File: config.mk
export PLATFORM = sky130hd
export DESIGN_NAME = prv_region_decode
export DESIGN_NICKNAME = d
export VERILOG_FILES = /design/src/rtl/prd_pkg.sv /design/src/rtl/prd_decode.sv /design/src/rtl/prd_datapath.sv /design/src/rtl/prv_region_decode.sv
export SDC_FILE = /design/constraint.sdc
export NUM_CORES = 1
export LEC_CHECK = 0
export ABC_CLOCK_PERIOD_IN_PS = 3100
export CAP_MARGIN = 20
export CORE_MARGIN = 5
export CORE_UTILIZATION = 29
export CTS_BUF_LIST = sky130_fd_sc_hd__clkbuf_8
export CTS_CLUSTER_SIZE = 14
export DETAILED_ROUTE_END_ITERATION = 16
export GPL_ROUTABILITY_DRIVEN = 1
export PLACE_DENSITY_LB_ADDON = 0.25
export SLEW_MARGIN = 0
export SYNTH_ARGS = -nofsm -noshare
export SYNTH_HDL_FRONTEND = slang
export SYNTH_SLANG_ARGS = --single-unit
export TNS_END_PERCENT = 30
File: constraint.sdc
create_clock -name clk -period 3.1 [get_ports clk]
set_input_delay 0.62 -clock clk [delete_from_list [all_inputs] [get_ports clk]]
set_output_delay 0.62 -clock clk [all_outputs]
set_load 0.005 [all_outputs]
File: src/rtl/prd_pkg.sv
package prd_pkg;

  localparam int PAGE_W  = 4;
  localparam int CPU_W   = 2;
  localparam int LOC_W   = 8;
  localparam int BANK_W  = CPU_W + 1;
  localparam int IRQ_W   = 5;
  localparam logic [IRQ_W-1:0] TIMER_IRQ = 5'd29;
  localparam logic [IRQ_W-1:0] WDOG_IRQ  = 5'd30;

  typedef enum logic [2:0] {
    T_IDLE,
    T_SCU,
    T_IRQIF,
    T_TIMER,
    T_BLOCKED,
    T_UNMAPPED
  } tgtE;

  typedef struct packed {
    tgtE              tgt;
    logic             rd;
    logic             wr;
    logic [1:0]       scuReg;
    logic [CPU_W-1:0] cpu;
    logic             wdSel;
    logic [LOC_W-1:0] locOff;
  } strobeT;

endpackage

File: src/rtl/prd_decode.sv
module prd_decode
  import prd_pkg::*;
#(
  parameter int NUM_CPU = 4,
  parameter int OFF_W   = 32
) (
  input  logic             rdEn,
  input  logic             wrEn,
  input  logic [OFF_W-1:0] reqOffset,
  input  logic [CPU_W-1:0] reqCpu,
  output strobeT           strb
);

  localparam logic [CPU_W:0] CPU_LIMIT = (CPU_W+1)'(NUM_CPU);

  logic [11:0]       off12;
  logic [PAGE_W-1:0] page;
  logic [PAGE_W-1:0] pageIf;
  logic [PAGE_W-1:0] pageTmr;
  logic              access;

  assign off12   = reqOffset[11:0];
  assign page    = off12[11:8];
  assign pageIf  = page - 4'd2;
  assign pageTmr = page - 4'd7;
  assign access  = rdEn | wrEn;

  always_comb begin
    strb = '0;
    strb.tgt = T_IDLE;
    if (access) begin
      strb.rd = rdEn;
      strb.wr = wrEn;
      if (page == 4'd0) begin
        strb.scuReg = off12[3:2];
        if (off12[7:4] != 4'd0 || off12[1:0] != 2'd0) begin
          strb.tgt = T_UNMAPPED;
        end else if (wrEn && (off12[3:2] == 2'd1 || off12[3:2] == 2'd2)) begin
          strb.tgt = T_UNMAPPED;
        end else begin
          strb.tgt = T_SCU;
        end
      end else if (page == 4'd1) begin
        strb.tgt    = T_IRQIF;
        strb.cpu    = reqCpu;
        strb.locOff = off12[7:0];
      end else if (page <= 4'd5) begin
        strb.tgt    = T_IRQIF;
        strb.cpu    = pageIf[CPU_W-1:0];
        strb.locOff = off12[7:0];
      end else if (page == 4'd6) begin
        strb.tgt    = T_TIMER;
        strb.cpu    = reqCpu;
        strb.wdSel  = off12[5];
        strb.locOff = {4'd0, off12[3:0]};
      end else if (page <= 4'd10) begin
        strb.tgt    = T_TIMER;
        strb.cpu    = pageTmr[CPU_W-1:0];
        strb.wdSel  = off12[5];
        strb.locOff = {4'd0, off12[3:0]};
      end else begin
        strb.tgt = T_UNMAPPED;
      end
      if ((strb.tgt == T_IRQIF || strb.tgt == T_TIMER) &&
          {1'b0, strb.cpu} >= CPU_LIMIT) begin
        strb.tgt = T_BLOCKED;
      end
    end
  end

endmodule

File: src/rtl/prd_datapath.sv
module prd_datapath
  import prd_pkg::*;
#(
  parameter int NUM_CPU = 4,
  parameter int DATA_W  = 32
) (
  input  logic              clk,
  input  logic              rstN,
  input  strobeT            strb,
  input  logic [DATA_W-1:0] wrData,
  input  logic [DATA_W-1:0] ifRdData,
  input  logic [DATA_W-1:0] tmrRdData,
  output logic              ifSel,
  output logic [CPU_W-1:0]  ifCpu,
  output logic              tmrSel,
  output logic [BANK_W-1:0] tmrBank,
  output logic [IRQ_W-1:0]  tmrIrqId,
  output logic [LOC_W-1:0]  localOff,
  output logic              periphRd,
  output logic              periphWr,
  output logic              rdValid,
  output logic [DATA_W-1:0] rdData,
  output logic              accErr
);

  localparam logic [DATA_W-1:0] CFG_WORD =
    DATA_W'((((1 << NUM_CPU) - 1) << 4) | (NUM_CPU - 1));

  logic              scuCtrlQ;
  logic              ctrlWrite;
  logic              routed;
  logic [DATA_W-1:0] readMux;

  assign ifSel    = (strb.tgt == T_IRQIF);
  assign tmrSel   = (strb.tgt == T_TIMER);
  assign routed   = ifSel | tmrSel;
  assign ifCpu    = ifSel  ? strb.cpu : '0;
  assign tmrBank  = tmrSel ? {strb.cpu, strb.wdSel} : '0;
  assign tmrIrqId = tmrSel ? (strb.wdSel ? WDOG_IRQ : TIMER_IRQ) : '0;
  assign localOff = routed ? strb.locOff : '0;
  assign periphRd = routed & strb.rd;
  assign periphWr = routed & strb.wr;

  assign ctrlWrite = (strb.tgt == T_SCU) && strb.wr && (strb.scuReg == 2'd0);

  always_comb begin
    readMux = '0;
    unique case (strb.tgt)
      T_SCU: begin
        if (strb.scuReg == 2'd0)      readMux = {{(DATA_W-1){1'b0}}, scuCtrlQ};
        else if (strb.scuReg == 2'd1) readMux = CFG_WORD;
        else                          readMux = '0;
      end
      T_IRQIF: readMux = ifRdData;
      T_TIMER: readMux = tmrRdData;
      default: readMux = '0;
    endcase
  end

  always_ff @(posedge clk) begin
    if (!rstN) begin
      scuCtrlQ <= 1'b0;
      rdValid  <= 1'b0;
      rdData   <= '0;
      accErr   <= 1'b0;
    end else begin
      if (ctrlWrite) scuCtrlQ <= wrData[0];
      rdValid <= strb.rd;
      rdData  <= strb.rd ? readMux : '0;
      accErr  <= (strb.tgt == T_UNMAPPED);
    end
  end

  // the control bit moves only on a control write
  a_r2_ctrl_hold: assert property (@(posedge clk) disable iff (!rstN)
    !$past(ctrlWrite) |-> $stable(scuCtrlQ));

  // a control read shows nothing above bit 0
  a_r2_ctrl_narrow: assert property (@(posedge clk) disable iff (!rstN)
    rdValid && $past(strb.tgt == T_SCU && strb.scuReg == 2'd0) |-> rdData[DATA_W-1:1] == '0);

  // no select may name a missing CPU
  a_r8_if_range: assert property (@(posedge clk) disable iff (!rstN)
    ifSel |-> ({1'b0, ifCpu} < (CPU_W+1)'(NUM_CPU)));

  a_r8_tmr_range: assert property (@(posedge clk) disable iff (!rstN)
    tmrSel |-> ({1'b0, tmrBank[BANK_W-1:1]} < (CPU_W+1)'(NUM_CPU)));

  // a blocked read returns zero
  a_r8_blocked_zero: assert property (@(posedge clk) disable iff (!rstN)
    rdValid && $past(strb.tgt == T_BLOCKED) |-> rdData == '0);

  // an error never follows a routed access, and erroring reads give zero
  a_r9_err_unrouted: assert property (@(posedge clk) disable iff (!rstN)
    accErr |-> !$past(periphRd || periphWr));

  a_r9_err_zero: assert property (@(posedge clk) disable iff (!rstN)
    accErr && rdValid |-> rdData == '0);

  // interrupt number follows the watchdog bit of the bank
  a_r7_irq_pair: assert property (@(posedge clk) disable iff (!rstN)
    tmrSel |-> (tmrIrqId == (tmrBank[0] ? 5'd30 : 5'd29)));

  // valid only after a read
  a_r10_valid_after_read: assert property (@(posedge clk) disable iff (!rstN)
    rdValid |-> $past(strb.rd));

endmodule

File: src/rtl/prv_region_decode.sv
module prv_region_decode
  import prd_pkg::*;
#(
  parameter int NUM_CPU = 4,
  parameter int OFF_W   = 32,
  parameter int DATA_W  = 32
) (
  input  logic              clk,
  input  logic              rstN,
  input  logic              rdEn,
  input  logic              wrEn,
  input  logic [OFF_W-1:0]  reqOffset,
  input  logic [1:0]        reqCpu,
  input  logic [DATA_W-1:0] wrData,
  output logic              ifSel,
  output logic [1:0]        ifCpu,
  output logic              tmrSel,
  output logic [2:0]        tmrBank,
  output logic [4:0]        tmrIrqId,
  output logic [7:0]        localOff,
  output logic              periphRd,
  output logic              periphWr,
  input  logic [DATA_W-1:0] ifRdData,
  input  logic [DATA_W-1:0] tmrRdData,
  output logic              rdValid,
  output logic [DATA_W-1:0] rdData,
  output logic              accErr
);

  strobeT strb;

  prd_decode #(.NUM_CPU(NUM_CPU), .OFF_W(OFF_W)) uDecode (
    .rdEn      (rdEn),
    .wrEn      (wrEn),
    .reqOffset (reqOffset),
    .reqCpu    (reqCpu),
    .strb      (strb)
  );

  prd_datapath #(.NUM_CPU(NUM_CPU), .DATA_W(DATA_W)) uDatapath (
    .clk       (clk),
    .rstN      (rstN),
    .strb      (strb),
    .wrData    (wrData),
    .ifRdData  (ifRdData),
    .tmrRdData (tmrRdData),
    .ifSel     (ifSel),
    .ifCpu     (ifCpu),
    .tmrSel    (tmrSel),
    .tmrBank   (tmrBank),
    .tmrIrqId  (tmrIrqId),
    .localOff  (localOff),
    .periphRd  (periphRd),
    .periphWr  (periphWr),
    .rdValid   (rdValid),
    .rdData    (rdData),
    .accErr    (accErr)
  );

endmodule

=== Word level (Yosys, flattened, before mapping) ===
Index checks and enable logic that the tools add are counted.

* $add $sub $neg: 2
* Order comparisons: 2
* Equality and inequality tests: 9
* Multiplexer cells: 26
* Bitwise operators: 4
* Reductions and logical operators: 10

{| class="wikitable"
|+ Operators by type and width
! kind !! count
|-
| $pmux W32 S3 || 1
|-
| $mux W11 || 3
|-
| $mux W32 || 1
|-
| $mux W8 || 4
|-
| $mux W3 || 8
|-
| $mux W18 || 1
|-
| $mux W2 || 5
|-
| $eq A3 B2 Y1 const B || 2
|-
| $mux W5 || 1
|-
| $eq A2 B1 Y1 const B || 2
|-
| $eq A4 B1 Y1 const B || 1
|-
| $eq A4 B3 Y1 const B || 1
|-
| $le A4 B3 Y1 const B || 1
|-
| $le A4 B4 Y1 const B || 1
|-
| $logic_not A4 Y1 || 1
|-
| $reduce_bool A4 Y1 || 1
|-
| $sub A2 B2 Y2 const B || 2
|-
| $eq A3 B1 Y1 const B || 1
|-
| $eq A3 B3 Y1 const B || 1
|-
| $logic_and A1 B1 Y1 || 3
|-
| $and A1 B1 Y1 || 2
|-
| $eq A2 B2 Y1 const B || 1
|-
| $logic_not A2 Y1 || 1
|-
| $logic_or A1 B1 Y1 || 2
|-
| other kinds (4) || 6
|}

* Bits in registers: 35
* Input port bits: 134
* Output and inout port bits: 56
* Logic and storage cells: 57

=== Depth between registers and ports, before layout ===
Gate-level depths: netlist of the first run.

* Depth in word-level cells: 11
* Mapped depth: 8
* Depth with buffers taken out: 6

=== Modules after synthesis ===
From an unflattened synthesis of the first run, not the netlist that was laid out.

* Cells, all modules: 199
* Area total of the unflattened synthesis: 1,780.5 um^2

{| class="wikitable"
|+ Modules (own cells, without submodules)
! module !! instances !! cells each !! area an instance (um^2) !! sequential area each (um^2)
|-
| prd_datapath || 1 || 143 || 1,410.1 || 700.7
|-
| prd_decode || 1 || 56 || 370.4 || 0.0
|}

=== Worst setup path after synthesis of the first run ===
OpenSTA, ideal clock, no wires.

* Path type: input to output
* Start: input reqOffset[8]
* End: output tmrIrqId[1]
* Data arrival time: 1.981 ns
* Data required time: 2.480 ns
* Path slack: 0.499 ns
* Stages: 7
* Buffers on the path: 2
* Cell sequence: inv_1 ha_1 or3b_4 o22ai_4 buf_4 and3_1 buf_4

* Word-level cells in the longest chain between the ends: 9

{| class="wikitable"
|+ RTL lines
! what !! RTL line !! RTL
|-
| from (decl) || prv_region_decode.sv:12 || <nowiki>input logic [OFF_W-1:0] reqOffset,</nowiki>
|-
| $le A4 B4 Y1 || prd_decode.sv:56 || <nowiki>end else if (page <= 4'd10) begin</nowiki>
|-
| $mux W3 / $mux W11 (equally long branches) || prd_decode.sv:56 ||
|-
| $mux W3 / $mux W11 (equally long branches) || prd_decode.sv:51 || <nowiki>end else if (page == 4'd6) begin</nowiki>
|-
| $mux W3 / $mux W1 (equally long branches) || prd_decode.sv:47 || <nowiki>end else if (page <= 4'd5) begin</nowiki>
|-
| $mux W3 / $mux W1 (equally long branches) || prd_decode.sv:43 || <nowiki>end else if (page == 4'd1) begin</nowiki>
|-
| $mux W3 / $mux W11 (equally long branches) || prd_decode.sv:34 || <nowiki>if (page == 4'd0) begin</nowiki>
|-
| $mux W18 * || prd_decode.sv:31 || <nowiki>if (access) begin</nowiki>
|-
| $eq A3 B2 Y1 / $mux W2 (equally long branches) || prd_datapath.sv:35, prd_datapath.sv:39 ||
|-
| $mux W5 * || prd_datapath.sv:39 || <nowiki>assign tmrIrqId = tmrSel ? (strb.wdSel ? WDOG_IRQ : TIMER_IRQ) : '0;</nowiki>
|-
| to (decl) || prv_region_decode.sv:19 || <nowiki>output logic [4:0] tmrIrqId,</nowiki>
|}

Mark *: on every way between the ends. The rest lies on a longest branch, timed or not.

=== Final worst setup path of the first run ===
* Start: input reqOffset[8]
* End: output localOff[5]

* Word-level cells in the longest chain between the ends: 10

{| class="wikitable"
|+ RTL lines
! what !! RTL line !! RTL
|-
| $le A4 B4 Y1 || prd_decode.sv:56 ||
|-
| $mux W3 || prd_decode.sv:56 ||
|-
| $mux W3 || prd_decode.sv:51 ||
|-
| $mux W3 || prd_decode.sv:47 ||
|-
| $mux W3 || prd_decode.sv:43 ||
|-
| $mux W3 || prd_decode.sv:34 ||
|-
| $mux W18 * || prd_decode.sv:31 ||
|-
| $eq A3 B2 Y1 (on tied branches) || prd_datapath.sv:34, prd_datapath.sv:35 ||
|-
| $or A1 B1 Y1 || prd_datapath.sv:36 || <nowiki>assign routed = ifSel | tmrSel;</nowiki>
|-
| $mux W8 * || prd_datapath.sv:40 || <nowiki>assign localOff = routed ? strb.locOff : '0;</nowiki>
|-
| to (decl) || prv_region_decode.sv:20 || <nowiki>output logic [7:0] localOff,</nowiki>
|}

Marked as above.

==> run_results.csv, run 1 <==
group,metric,value,unit
status,outcome,"complete, but fails checks",
status,violations,"negative setup slack",
synth,ys_ff_latch,35,
power_and_ir_drop,clockPowerShare,33.7,%
synth,synth.avg_cell_area,9.05,um2
timing,finalHoldViolations,0,
timing,drv_slew,0,
job,drv_cap,0,
clock_tree,h-tree-depth,2,
synth,synthesis.area,1730,um2
global_routing,track_usage,16.9,%
clock_tree,cts_tree,"done",
finish,diodes,0,
place,place_area,3330,um2
setup_path,crit_path_end,"localOff[5]",
clock_tree,cts_root_buf,"clkbuf_8",
timing,tightest_slew,475,ps
power_and_ir_drop,peakVddDrop,0.265,mV
clock_tree,clkTransAtPathRegs,80,ps
floorplan,core,5850,um2
timing,setup_viol,6,
timing,finalSetupTns,-297,ps
setup_path,arrival,2610,ps
synth,synth_edf_count,0,
power_and_ir_drop,p_int,919,uW
power_and_ir_drop,seqPwrFrac,37.4,%
place,port_buffers,138,
clock_tree,clockBufferDepth,2,
floorplan,start_util,29.6,%
synth,yosysTopAreaCell,"dfxtp_1",
route,avgViaCountPerCell,4.95,
synth,ys_async_sr_fraction,0,%
setup_path,path_max_fanout,4,
worst_hold_path,hp-class,"register to register",
floorplan,num_rows,28,
finish,fin_util,61.8,%
finish,final_cell_area,3620,um2
synth,netlist_top_cells_area,"dfxtp_1, a32oi_1, nor2_1, a21oi_1, ha_1",
setup_path,crit-reg2reg-launch,"uDatapath.scuCtrlQ",
power_and_ir_drop,p_leak,1.50,nW
setup_path,setup.worst_path.class,"primary input to output port",
setup_path,r2r_slack,2200,ps
place,place_inst,415,
setup_path,timing.rr.end,"uDatapath.rdData[0]",
timing,fmax,0.310,GHz
timing,fin_skew,0.269,ps
finish,final_cells,434,
finish,fillCellCount,508,
synth,ys.flop_type,"dfxtp_1",
setup_path,reg2reg_depth,4,
route,drtPass1Iterations,4,
setup_path,crit_start,"reqOffset[8]",
synth,ys_warn_count,0,
synth,synth_common_cells,"dfxtp_1, nor2_1, a32oi_1",
clock_tree,cts_sinks,35,
clock_tree,numCtsBuffers,5,
finish,layout.nets,496,
finish,layout-drive-gt1-share,21.4,%
timing,layout_setup_ws,-127,ps
global_routing,grt_pass1_vias,2123,
route,drc,0,
clock_tree,clkLatencyLatePin,290,ps
power_and_ir_drop,p_sw_share,25.6,%
synth,yosysUniqueCellTypes,40,
floorplan,num_io_pins,190,
place,dp_hpwl,5150,um
synth,synth_top_area_share,40.5,%
floorplan,dieArea,7610,um2
route,wirelength,6840,um
setup_path,crit_required,2480,ps
route,drtIter0Drc,93,
global_routing,antenna_found_initial,0,
power_and_ir_drop,p_per_area,342,nW/um2
timing,period_needed,3230,ps
timing,final.period_utilization,104,%
route,via_count,2148,
synth,synthCells,191,
power_and_ir_drop,p_switching,316,uW
timing,relSlewSlack,67.8,%
route,drt-wirelength-per-cell,15.8,um
place,routabilityCongestion,0.910,
global_routing,overflow,0,
power_and_ir_drop,power_frac_comb,28.8,%
synth,syn_nets,329,
floorplan,fp.dieH,87.2,um
setup_path,start_kind,"primary input",
finish,area_growth,109,%
floorplan,dieWidth,87.2,um
global_routing,grt_max_degree,29,
synth,synth-seq-area-share,40.5,%
place,post-place-ws,-366,ps
route,ant_nets,0,
setup_path,end_kind,"output port",
synth,yosysMostFrequentCell,"dfxtp_1",
timing,rsz0062_at_grt,"true",
global_routing,grt_pass1_wl,10100,um
cells in the final DEF, fill, tap and decap left out, drive strengths merged, types with 3 or more instances in the layout:
cell type and n:
and3 7, buf 43, or3b 4, clkdlybuf4s50 118, ha 4, dlygate4sd2 6, dfxtp 35, inv 3
nor2 34, a21boi 3, dlymetal6s2s 8, clkbuf 7, nand2b 3, nor2b 3, nor3b 3, nor4 3
a21oi 10, and2 7, a32oi 32, o21ai 3
stage by stage:
stage / hold slack [ps] / power (mW)
floorplan: 486 / 0.592
global placement: 515 / 0.801
detailed placement: 517 / 0.804
CTS: 540 / 1.23
global route: 597 / 1.30
finish: 546 / 1.24
repair_timing:
item | CTS | global route
gates resized for setup | 35 | 24
gates cloned | 0 | 0
hold buffers | 0 | 0
setup buffers | 6 | 5
endpoints found under the setup margin | 22 | 19
pin swaps | 5 | 7
power groups by stage:
stage	Sequential, mW	Combinational [mW]	Clock [mW]
final	0.462	0.356	0.417
after global routing	0.464	0.384	0.449
after CTS	0.462	0.340	0.427
after detailed placement	0.473	0.331	0
after global placement	0.473	0.329	0
after floorplan	0.475	0.117	0
metal layers:
layer / wire length, um / part of all wire [%] / vias to the layer above / GRT usage [%]
li1: - / - / 1054 / -
met1: 2720 / 40 / 1004 / 19.7
met2: 3560 / 52 / 79 / 30.7
met3: 432 / 6.3 / 11 / 3.88
met4: 129 / 1.9 / 0 / 4.88
met5: 0 / 0 / - / 0
state kept, by name, summed over array words and instances (netlist names):
name and count:
uDatapath.rdData 32, uDatapath.scuCtrlQ 1, uDatapath.rdValid 1, uDatapath.accErr 1
worst min-delay path by stage:
stage | startpoint | to | cells after the start
after global routing | uDatapath.scuCtrlQ | uDatapath.scuCtrlQ | 2
after detailed placement | uDatapath.scuCtrlQ | uDatapath.scuCtrlQ | 2
after CTS | uDatapath.scuCtrlQ | uDatapath.scuCtrlQ | 2
after global placement | uDatapath.scuCtrlQ | uDatapath.scuCtrlQ | 2
final | uDatapath.scuCtrlQ | uDatapath.scuCtrlQ | 2
after floorplan | uDatapath.scuCtrlQ | uDatapath.scuCtrlQ | 2
worst max-delay path: stages:
cell and delay (ps):
clkdlybuf4s50_1 430, buf_4 160, ha_4 160, nor3b_4 210, buf_6 150, nor4_4 40, buf_4 170, buf_4 130
buf_4 120, and2_1 150, dlygate4sd2_1 260
final cells by class:
cell class	count	area [um2]	area share (%)
clock buffer	5	68.8	1.90
clock inverter	3	43.8	1.21
inverter	3	11.3	0.311
multi-input combinational	135	1020	28.3
sequential	35	701	19.4
tap	75	93.8	2.60
timing repair buffer	178	1670	46.3
cell families after synthesis:
family / count (synthesis) / synth area share [%]
compound gates: 54 / 24.7
simple gates: 74 / 23.4
xor+xnor: 1 / 0.507
mux: 2 / 1.16
buf+inv: 21 / 6.80
fa+ha+maj: 4 / 2.89
flops: 35 / 40.5
Power figures use the tool's default switching activity.
==> run 2: changes to the inputs <==
--- a/config.mk
+++ b/config.mk
@@ -5,7 +5,7 @@
 export SDC_FILE = /design/constraint.sdc
 export NUM_CORES = 1
 export LEC_CHECK = 0
-export ABC_CLOCK_PERIOD_IN_PS = 3100
+export ABC_CLOCK_PERIOD_IN_PS = 3700
 export CAP_MARGIN = 20
 export CORE_MARGIN = 5
 export CORE_UTILIZATION = 29
@@ -13,7 +13,7 @@
 export CTS_CLUSTER_SIZE = 14
 export DETAILED_ROUTE_END_ITERATION = 16
 export GPL_ROUTABILITY_DRIVEN = 1
-export PLACE_DENSITY_LB_ADDON = 0.25
+export PLACE_DENSITY = 0.83
 export SLEW_MARGIN = 0
 export SYNTH_ARGS = -nofsm -noshare
 export SYNTH_HDL_FRONTEND = slang
==> constraint.sdc (replaced) <==
create_clock -name clk -period 3.7 [get_ports clk]
set_input_delay 0.74 -clock clk [delete_from_list [all_inputs] [get_ports clk]]
set_output_delay 0.74 -clock clk [all_outputs]
set_load 0.005 [all_outputs]
==> run 2 against run 1 <==
  * The flow now finishes without violations
  * First-iteration DRC count is 16% lower
  * Clock skew about the same
  * Register-to-register slack improved by 630 ps
  * Final area fell by 6.2%
  * Die area stayed put
  * Worst hold slack lost 3.2 ps
  * Total power decreased by 18%
  * Clock power decreased by 17%
  * Clock-buffer cell count is the same
  * Non-clock buffer count is 20 lower
  * Via count down 2.7%
  * Global-route usage is 0.53 points lower
  * Largest cell class unchanged
==> run_results.csv, run 2 (same netlist as run 1, synthesis figures left out) <==
group,metric,value,unit
status,outcome,"finished clean",
worst_hold_path,hp-class,"register to register",
route,ant_nets,0,
clock_tree,cts_hold_buf,0,
floorplan,fp.dieH,87.2,um
timing,fin_skew,0.196,ps
finish,fillCellCount,543,
power_and_ir_drop,peakVddDrop,0.154,mV
timing,finalHoldViolations,0,
place,place_area,3220,um2
route,wirelength,6660,um
global_routing,antenna_found_initial,0,
route,avgViaCountPerCell,5.05,
setup_path,start_kind,"primary input",
route,drt-wirelength-per-cell,16.1,um
floorplan,num_io_pins,190,
route,via_count,2091,
global_routing,grt_pass1_wl,9850,um
global_routing,grt_pass1_vias,2043,
setup_path,end_kind,"output port",
finish,area_growth,96.2,%
setup_path,arrival,2870,ps
floorplan,core,5850,um2
power_and_ir_drop,p_per_area,297,nW/um2
floorplan,start_util,29.6,%
finish,largest-register,"uDatapath.rdData",
global_routing,track_usage,16.4,%
clock_tree,cts_root_buf,"clkbuf_8",
clock_tree,cts_tree,"done",
floorplan,dieWidth,87.2,um
clock_tree,h-tree-depth,2,
floorplan,dieArea,7610,um2
timing,tightest_slew,697,ps
place,dp_hpwl,5140,um
finish,final_cell_area,3390,um2
finish,diodes,0,
clock_tree,clkTransAtPathRegs,80,ps
timing,final.period_utilization,97.6,%
place,post-place-ws,-83.3,ps
setup_path,path_max_fanout,5,
global_routing,overflow,0,
timing,period_needed,3610,ps
setup_path,crit_required,2960,ps
route,drc,0,
timing,layout_setup_ws,88.2,ps
finish,layout_common_cells,"clkdlybuf4s50_1, dfxtp_1, nor2_1",
timing,finalSetupTns,0,ps
timing,fmax,0.277,GHz
timing,setup_viol,0,
power_and_ir_drop,p_leak,1.29,nW
clock_tree,cts_sinks,35,
finish,layout.nets,476,
job,drv_cap,0,
route,drtPass1Iterations,4,
place,routabilityCongestion,0.823,
place,port_buffers,138,
clock_tree,clkLatencyLatePin,280,ps
clock_tree,numCtsBuffers,5,
global_routing,grt_max_degree,32,
finish,layout-drive-gt1-share,12.1,%
floorplan,num_rows,28,
finish,final_common_cell,"clkdlybuf4s50_1",
timing,relSlewSlack,53.1,%
finish,largest_register_ffs,32,
timing,rsz0062_at_grt,"false",
setup_path,setup.worst_path.class,"primary input to output port",
route,drtIter0Drc,78,
clock_tree,clockBufferDepth,2,
timing,drv_slew,0,
[run 2: layer usage]
metal	wire length, um	track usage, %
met5	0	0
met4	71	6.14
met3	548	4.45
met2	3430	29.4
met1	2610	18.4
[run 2: power by group]
group / switching [mW] / total (mW) / internal (mW) / leakage [nW]
Combinational: 0.105 / 0.274 / 0.169 / 0.952
Sequential: 0.00215 / 0.387 / 0.385 / 0.283
Clock: 0.146 / 0.347 / 0.201 / 0.0581
[run 2: final timing paths]
path                                          from             endpoint  slack [ps]  cells after the start
worst max-delay path                  reqOffset[9]             ifCpu[1]          90                      9
worst min-delay path            uDatapath.scuCtrlQ   uDatapath.scuCtrlQ         540                      2
worst max register to register  uDatapath.scuCtrlQ  uDatapath.rdData[0]        2830                      4
worst min register to register  uDatapath.scuCtrlQ   uDatapath.scuCtrlQ         540                      2
[run 2: per-stage QoR]
stage                     power (mW)  utilization, %  hold WS, ps  std cells
after CTS                       1.02            57.3          544        411
after global placement         0.658            55.1          505        401
after detailed placement       0.663            55.1          531        401
after global routing            1.06            58.0          582        414
after floorplan                0.496               -          486        191
final                           1.01            58.0          542        414
[run 2: layout make-up]
type	count	area, um2	share of cell area [%]
clock buffer	5	68.8	2.03
multi-input combinational	135	941	27.7
clock inverter	3	43.8	1.29
inverter	3	11.3	0.332
tap	75	93.8	2.77
sequential	35	701	20.6
timing repair buffer	158	1530	45.2
[run 2: critical path: stages]
cell and delay (ps):
clkdlybuf4s50_1 480, inv_1 80, ha_1 210, nor3b_2 210, buf_4 180, mux2i_1 180, a22oi_1 100, a21boi_1 150
clkdlybuf4s50_1 520
[run 2: what timing repair did]
| action | CTS | global route |
|---|---|---|
| buffers inserted | 2 | 3 |
| setup endpoints to repair | 12 | 8 |
| resized for setup | 4 | 5 |
| pin swaps | 2 | 1 |
==> run 3: changes to the inputs <==
--- a/config.mk
+++ b/config.mk
@@ -7,13 +7,16 @@
 export LEC_CHECK = 0
 export ABC_CLOCK_PERIOD_IN_PS = 3700
 export CAP_MARGIN = 20
+export CELL_PAD_IN_SITES_DETAIL_PLACEMENT = 0
+export CELL_PAD_IN_SITES_GLOBAL_PLACEMENT = 1
 export CORE_MARGIN = 5
-export CORE_UTILIZATION = 29
+export CORE_UTILIZATION = 18
 export CTS_BUF_LIST = sky130_fd_sc_hd__clkbuf_8
 export CTS_CLUSTER_SIZE = 14
 export DETAILED_ROUTE_END_ITERATION = 16
 export GPL_ROUTABILITY_DRIVEN = 1
-export PLACE_DENSITY = 0.83
+export GPL_TIMING_DRIVEN = 0
+export PLACE_DENSITY_LB_ADDON = 0.1
 export SLEW_MARGIN = 0
 export SYNTH_ARGS = -nofsm -noshare
 export SYNTH_HDL_FRONTEND = slang
==> run 3 against run 2 <==
  * Clock skew hardly changed
  * Register-to-register slack better by 30 ps
  * Combinational power is 4% higher
  * Routed wire length is 15% higher
  * Sequential share of layout area is 0.44 points lower
  * Die area is 53% higher
  * Non-clock buffer count is 8 higher
  * Worst hold slack worse by 12 ps
  * Core utilization is 21 points lower
  * Fmax is 1.5% higher
  * Critical path depth stayed put
  * Global-route usage is 3.5 points lower
  * Highest routed layer unchanged
==> run_results.csv, run 3 (same netlist as run 1, synthesis figures left out) <==
group,metric,value,unit
finish,fillCellCount,985,
finish,largest_register_ffs,32,
finish,layout.nets,484,
timing,tightest_slew,582,ps
floorplan,fp.dieH,108,um
timing,final.period_utilization,96.1,%
global_routing,grt_pass1_wl,11700,um
clock_tree,cts_hold_buf,0,
setup_path,setup.worst_path.class,"primary input to output port",
finish,final_common_cell,"clkdlybuf4s50_1",
setup_path,crit_required,2960,ps
route,drtIter0Drc,60,
floorplan,num_rows,35,
finish,layout-drive-gt1-share,13.0,%
timing,fmax,0.281,GHz
floorplan,dieArea,11700,um2
place,dp_hpwl,5970,um
route,via_count,2038,
finish,largest-register,"uDatapath.rdData",
clock_tree,cts_root_buf,"clkbuf_8",
clock_tree,clockBufferDepth,2,
status,outcome,"finished clean",
floorplan,core,9280,um2
setup_path,end_kind,"output port",
clock_tree,numCtsBuffers,5,
clock_tree,cts_sinks,35,
power_and_ir_drop,p_int,689,uW
route,ant_nets,0,
power_and_ir_drop,peakVddDrop,0.110,mV
route,drt-wirelength-per-cell,16.1,um
power_and_ir_drop,power_frac_comb,30.0,%
setup_path,arrival,2820,ps
power_and_ir_drop,p_sw_share,27.4,%
place,port_buffers,138,
power_and_ir_drop,p_leak,1.28,nW
clock_tree,cts_tree,"done",
floorplan,start_util,18.6,%
route,wirelength,7650,um
timing,drv_slew,0,
clock_tree,clkLatencyLatePin,290,ps
timing,rsz0062_at_grt,"false",
finish,layout_common_cells,"clkdlybuf4s50_1, dfxtp_1, nor2_1",
clock_tree,clkTransAtPathRegs,80,ps
power_and_ir_drop,p_switching,260,uW
setup_path,start_kind,"primary input",
setup_path,path_max_fanout,5,
clock_tree,h-tree-depth,2,
timing,finalSetupTns,0,ps
finish,diodes,0,
floorplan,dieWidth,108,um
global_routing,antenna_found_initial,0,
timing,relSlewSlack,60.8,%
global_routing,overflow,0,
route,drc,0,
power_and_ir_drop,clockPowerShare,29.2,%
timing,period_needed,3560,ps
place,routabilityCongestion,0.736,
setup_path,reg2reg_depth,4,
floorplan,num_io_pins,190,
finish,area_growth,101,%
job,drv_cap,0,
timing,setup_viol,0,
route,avgViaCountPerCell,4.28,
power_and_ir_drop,p_per_area,274,nW/um2
timing,finalHoldViolations,0,
timing,fin_skew,0.358,ps
worst_hold_path,hp-class,"register to register",
global_routing,track_usage,12.9,%
finish,fin_util,37.3,%
power_and_ir_drop,seqPwrFrac,40.8,%
global_routing,grt_pass1_vias,2183,
worst_hold_path,hold_depth,2,
route,drtPass1Iterations,4,
global_routing,grt_max_degree,12,
run 3: routing by layer:
layer | wire (um) | vias up | track usage, %
li1 | - | 1027 | -
met5 | 0 | - | 0
met3 | 539 | 2 | 4.24
met2 | 3670 | 74 | 22.2
met1 | 3420 | 935 | 15.6
met4 | 29 | 0 | 2.80
run 3: power by group through the flow:
stage | clock network (mW) | logic [mW] | registers (mW)
after global placement | 0 | 0.271 | 0.396
after CTS | 0.295 | 0.288 | 0.388
after detailed placement | 0 | 0.268 | 0.396
final | 0.277 | 0.285 | 0.387
after floorplan | 0 | 0.0980 | 0.398
after global routing | 0.312 | 0.308 | 0.389
run 3: final timing paths:
| path | start | endpoint | slack (ps) |
|---|---|---|---|
| setup reg to reg | uDatapath.scuCtrlQ | uDatapath.rdData[0] | 2860 |
| hold reg to reg | uDatapath.scuCtrlQ | uDatapath.scuCtrlQ | 530 |
| setup / recovery | reqOffset[9] | ifCpu[0] | 140 |
| hold / removal | uDatapath.scuCtrlQ | uDatapath.scuCtrlQ | 530 |
run 3: what timing repair did:
item / in CTS / in global routing
buffers inserted: 10 / 0
gates resized for setup: 15 / 5
pin swaps: 4 / 2
endpoints found under the setup margin: 19 / 7
run 3: per-stage QoR:
| step | setup WS, ps | std cells | total power [mW] | hold WS, ps | instance area (um2) |
|---|---|---|---|---|---|
| 4_1_cts | 37.7 | 476 | 0.970 | 541 | 3470 |
| 3_3_place_gp | -580 | 458 | 0.667 | 516 | 3270 |
| 2_1_floorplan | 859 | 191 | 0.496 | 486 | 1730 |
| 5_1_grt | 7.46 | 476 | 1.01 | 597 | 3470 |
| 3_5_place_dp | -568 | 458 | 0.665 | 518 | 3270 |
| 6_report | 143 | 476 | 0.949 | 530 | 3470 |
run 3: worst max-delay path, cell delays in order:
cell and delay, ps:
dlygate4sd2_1 260, inv_1 100, ha_1 200, nor3b_2 200, nor4_2 320, buf_4 200
buf_4 120, a21boi_1 150, clkdlybuf4s50_1 520
run 3: area by class of cell:
class,count,area (um2),area share (%)
Clock buffer,5,68.8,1.98
Tap cell,129,161,4.66
Multi-Input combinational cell,135,935,27.0
Timing Repair Buffer,148,1450,41.9
Buffer,18,123,3.54
Clock inverter,3,16.3,0.469
Sequential cell,35,701,20.2
Inverter,3,11.3,0.325
